===== src/rtl/memcalc_core.sv =====
module memcalc_core #(
  parameter int ADDR_W = 8,
  parameter int DATA_W = 16,
  parameter int PC_W   = 8
) (
  input  logic                  clk,
  input  logic                  rst,
  output logic [PC_W-1:0]       imem_addr,
  input  logic [3*ADDR_W+1:0]   imem_data,
  output logic [ADDR_W-1:0]     dmem_addr,
  input  logic [DATA_W-1:0]     dmem_rdata,
  output logic [DATA_W-1:0]     dmem_wdata,
  output logic                  dmem_we,
  output logic                  halted
);
  localparam int INSTR_W = 3*ADDR_W + 2;

  typedef enum logic [2:0] {
    PH_FETCH, PH_RDA, PH_RDB, PH_EXEC, PH_WRC, PH_HALT
  } phase_t;

  phase_t              ph;
  logic [PC_W-1:0]     pc;
  logic [INSTR_W-1:0]  ir;
  logic [DATA_W-1:0]   opa, res;
  logic [ADDR_W-1:0]   fa, fb, fc;
  logic                is_sub;

  assign fa     = ir[3*ADDR_W-1:2*ADDR_W];
  assign fb     = ir[2*ADDR_W-1:ADDR_W];
  assign fc     = ir[ADDR_W-1:0];
  assign is_sub = ir[INSTR_W-2];

  always_ff @(posedge clk) begin
    if (rst) begin
      ph  <= PH_FETCH;
      pc  <= '0;
      ir  <= '0;
      opa <= '0;
      res <= '0;
    end else begin
      case (ph)
        PH_FETCH: begin
          ir <= imem_data;
          ph <= imem_data[INSTR_W-1] ? PH_HALT : PH_RDA;
        end
        PH_RDA:  ph <= PH_RDB;
        PH_RDB: begin
          opa <= dmem_rdata;
          ph  <= PH_EXEC;
        end
        PH_EXEC: begin
          res <= is_sub ? opa - dmem_rdata : opa + dmem_rdata;
          ph  <= PH_WRC;
        end
        PH_WRC: begin
          pc <= pc + 1'b1;
          ph <= PH_FETCH;
        end
        default: ph <= PH_HALT;
      endcase
    end
  end

  always_comb begin
    case (ph)
      PH_RDA:  dmem_addr = fa;
      PH_RDB:  dmem_addr = fb;
      PH_WRC:  dmem_addr = fc;
      default: dmem_addr = '0;
    endcase
  end

  assign dmem_we    = (ph == PH_WRC);
  assign dmem_wdata = res;
  assign halted     = (ph == PH_HALT);
  assign imem_addr  = pc;

  a_r5_single_write: assert property (@(posedge clk) disable iff (rst)
    dmem_we |=> !dmem_we);

  a_r4_five_phase: assert property (@(posedge clk) disable iff (rst)
    dmem_we |-> (!$past(dmem_we) && !$past(dmem_we,2) && !$past(dmem_we,3) && !$past(halted,4)));

  a_r6_pc_advance: assert property (@(posedge clk) disable iff (rst)
    dmem_we |=> imem_addr == PC_W'($past(imem_addr) + 1'b1));

  a_r7_halt_sticky: assert property (@(posedge clk) disable iff (rst)
    halted |=> (halted && !dmem_we && $stable(imem_addr)));

  a_r3_read_a_addr: assert property (@(posedge clk) disable iff (rst)
    (ph == PH_FETCH && !imem_data[INSTR_W-1]) |=>
      dmem_addr == $past(imem_data[3*ADDR_W-1:2*ADDR_W]));

  a_r8_reset_state: assert property (@(posedge clk)
    $past(rst) |-> (imem_addr == '0 && !halted && !dmem_we));
endmodule


===== config.mk =====
export PLATFORM = sky130hd
export DESIGN_NAME = memcalc_core
export DESIGN_NICKNAME = d
export VERILOG_FILES = /design/src/rtl/memcalc_core.sv
export SDC_FILE = /design/constraint.sdc
export NUM_CORES = 1
export LEC_CHECK = 0
export BUFFER_PORTS_ARGS = -buffer_cell sky130_fd_sc_hd__clkbuf_2
export CAP_MARGIN = 40
export CORE_MARGIN = 2
export CORE_UTILIZATION = 45
export DETAILED_ROUTE_END_ITERATION = 12
export GPL_TIMING_DRIVEN = 0
export PLACE_DENSITY = 0.64
export SYNTH_ARGS = -nofsm -noshare
export SYNTH_HDL_FRONTEND = slang
export SYNTH_SLANG_ARGS = --single-unit

===== constraint.sdc =====
create_clock -name clk -period 3.8 [get_ports clk]
set_clock_uncertainty 0.2 [all_clocks]
set_input_delay 0.76 -clock clk [delete_from_list [all_inputs] [get_ports clk]]
set_output_delay 0.76 -clock clk [all_outputs]
set_load 0.1 [all_outputs]

==> flow_summary.yaml <==
timing:
  finalMaxSlewViolations: 0
  period_needed_ns: 3.49
  rsz0062_at_grt: "false"
  tightest_slew_ns: 0.847
  hold_viol_final: 0
  hold_ws_ns: 0.253
  timing.slew.headroom: 0.431
  min_period_over_period: 0.918
  setup_ws_ns: 0.310
  fmax_mhz: 287
  finalSetupViolations: 0
clock_tree:
  clk_latency_ns: 0.35
  clkSinkCount: 68
  htree_num_levels: 3
  numCtsBuffers: 9
  cts-root-buf: "clkbuf_8"
  clkTransAtPathRegs_ns: 0.08
  ctsLongestPathBuffers: 2
  cts_resized: 0
  hold_buffers: 0
  cts_tree: "done"
  postCtsSetupBuffers: 0
placed_design:
  port_buffers: 77
  hpwl_mm: 6.82
  place_inst: 661
  dpl_cell_area_sq_um: 4190
  place_congestion: 0.911
  dp_slack_ns: -0.0240
drt:
  drt_wl_total_mm: 9.01
  avgRoutedWirePerCell_microns: 13.3
  dr.first_iter.drc_count: 132
  drc_errors: 0
  ant_nets: 0
  drt-pass1-iter-count: 5
  vias: 3488
  viasPerCell: 5.15
logic_synthesis:
  ys_types: 52
  syn_area_sq_um: 3670
  ys_seq_area_frac: 0.371
  synth_top_area_share: 0.371
  synthMuxAreaShare: 0.0123
  syn_avg_cell_area_sq_um: 7.62
  synthSimpleGateAreaFrac: 0.266
  synthCells: 482
  synth_compound_area_frac: 0.181
  ys_warn_count: 0
  synth_top_family_by_area: "simple AND/OR/NAND/NOR gates"
  synthTopCellsByArea: "dfxtp_1 37%, nand2_1 12%, a21oi_1 8.5%"
  synthXorXnorAreaFrac: 0.0644
  synth_flop_cell: "dfxtp_1"
  synthArstFlopShare: 0
  ys_ff_latch: 68
  yosysTopAreaCell: "dfxtp_1"
  synth-edff-count: 0
  synth_nets: 544
  synth_adder_area_share: 0.0634
global_route:
  use_met2: 0.342
  grt_pass1_vias: 3256
  grt_antenna_before_repair: 0
  grt_start_max_net_pins: 13
  grt_remaining_overflow: 0
  track_usage: 0.210
  grt_busiest_layer: "met2"
  grtUsageMet1: 0.280
  globalRouteMet3Util: 0.0337
  grt_pass1_wl_mm: 14.8
power:
  vdd.ir_drop.worst_mv: 0.332
  p_leak_nw: 1.86
  powerDensity_nw_per_um2: 488
finish:
  layoutNonFillerInstCount: 677
  fillers: 767
  layout.nets: 632
  fin_area_sq_um: 4390
  diodes: 0
  layout-drive-gt1-share: 0.186
  fin_util: 0.562
  synthToLayoutAreaGrowth_pct: 19.5
  multi_input_area_sq_um: 2150
  seq_area_sq_um: 1360
floorplan:
  start_util: 0.470
  num_io_pins: 78
  die_x_microns: 94.3
  die_area_sq_um: 8900
  core_sq_um: 7810
  die_h_microns: 94.3
  rows: 32
worst_setup_path:
  ff2ff_setup_slack_ns: 0.38
  critPathMaxFanout: 5
  critPathRequiredTime_ns: 3.84
  criticalPathCategory: "input pin to flop"
  r2r_end: "dmem_wdata[13]"
  endpoint_kind: "flop"
  r2r_start: "ir[24]"
  crit_end: "dmem_wdata[13]"
  arrival_ns: 3.53
  crit_start: "dmem_rdata[0]"
  ff2ff_path_depth: 10
  start_kind: "input pin"
outcome:
  status: "finished clean"
job:
  maxCapViolCount: 0
hold_path:
  hold_class: "flop to flop"
-- report_power, final --
group / total [W] / switching, W / internal, W
combinational: 0.000707 / 0.000490 / 0.000217
clock: 0.000618 / 0.000299 / 0.000320
sequential: 0.000814 / 0.0000362 / 0.000778
total: 0.00214 / 0.000825 / 0.00131
-- cell usage in the layout, fill, tap and decap left out, types with 3 or more instances in the layout --
cell type	synthesis	routed
xor2_1	8	8
inv_1	11	11
a22oi_1	9	9
nor2b_1	4	4
clkbuf_8	1	11
clkbuf_2	0	78
nand3b_1	3	3
a211oi_1	4	4
o21a_1	5	5
o31ai_1	3	3
nor4_1	3	3
or3_1	6	6
o21ai_1	1	9
o21ai_0	14	6
nor2_1	36	36
mux2i_1	3	3
nand2b_1	5	5
ha_1	17	17
nand3_1	7	7
xnor2_1	19	19
dfxtp_1	68	68
nor3_1	12	12
a21oi_1	62	62
nand2_1	122	122
clkbuf_1	23	22
a21o_1	3	3
-- metrics by stage --
stage	power, W	TNS (ns)
global route	0.00226	0
global placement	0.00153	-0.0121
CTS	0.00215	0
floorplan	0.00138	0
finish	0.00214	0
detailed placement	0.00154	-0.0243
-- sequential cells by signal (all words and copies together) (netlist names) --
name / count
ir: 25
dmem_wdata: 16
opa: 16
imem_addr: 8
ph: 3
-- synthesized netlist by cell type, types with 2 or more instances --
library cell  instances
a211oi_1              4
a21o_1                3
a21oi_1              62
a22oi_1               9
a31oi_1               2
and2_1                2
and3_1                2
buf_2                 2
clkbuf_1             23
dfxtp_1              68
ha_1                 17
inv_1                11
mux2i_1               3
nand2_1             122
nand2b_1              5
nand3_1               7
nand3b_1              3
nand4_1               2
nor2_1               36
nor2b_1               4
nor3_1               12
nor4_1                3
o2111ai_1             2
o21a_1                5
o21ai_0              14
o31ai_1               3
or3_1                 6
xnor2_1              19
xor2_1                8
-- routing by layer --
layer | wire, microns | vias up
met1 | 4210 | 1571
met3 | 426 | 11
met5 | 0 | -
li1 | - | 1819
met2 | 4220 | 87
met4 | 154 | 0
-- logic make-up after synthesis --
group,Yosys count
AND/OR/NAND/NOR,215
AO/OA/AOI/OAI,112
flip-flops,68
buffers and inverters,38
XOR/XNOR,27
adder cells (fa/ha/maj),18
multiplexers,4
-- worst min-delay path by stage --
stage | from | endpoint | slack [ns] | depth (start not counted)
after floorplan | ir[16] | ir[16] | 0.24 | 2
after detailed placement | dmem_wdata[5] | dmem_wdata[5] | 0.24 | 2
after global placement | dmem_wdata[7] | dmem_wdata[7] | 0.24 | 2
after global routing | dmem_wdata[8] | dmem_wdata[8] | 0.28 | 2
final | dmem_wdata[6] | dmem_wdata[6] | 0.25 | 2
after CTS | dmem_wdata[6] | dmem_wdata[6] | 0.26 | 2
-- worst max-delay path, cell delays in order --
cell	delay, ns
clkbuf_2	0.11
nor3_1	0.52
nor2_1	0.11
xnor2_1	0.15
ha_1	0.31
nand2_1	0.12
a211oi_1	0.11
o41ai_2	0.57
a211oi_1	0.17
or3_1	0.34
a32o_1	0.26
-- final cells by class --
class / instances / area share
clock inverter: 6 / 0.0145
multi-input combinational: 376 / 0.491
sequential: 68 / 0.310
clock buffer: 10 / 0.0314
tap: 102 / 0.0291
inverter: 11 / 0.00941
buffer: 27 / 0.0262
timing repair buffer: 77 / 0.0878
Note: power is estimated with default switching activity, not from simulation.
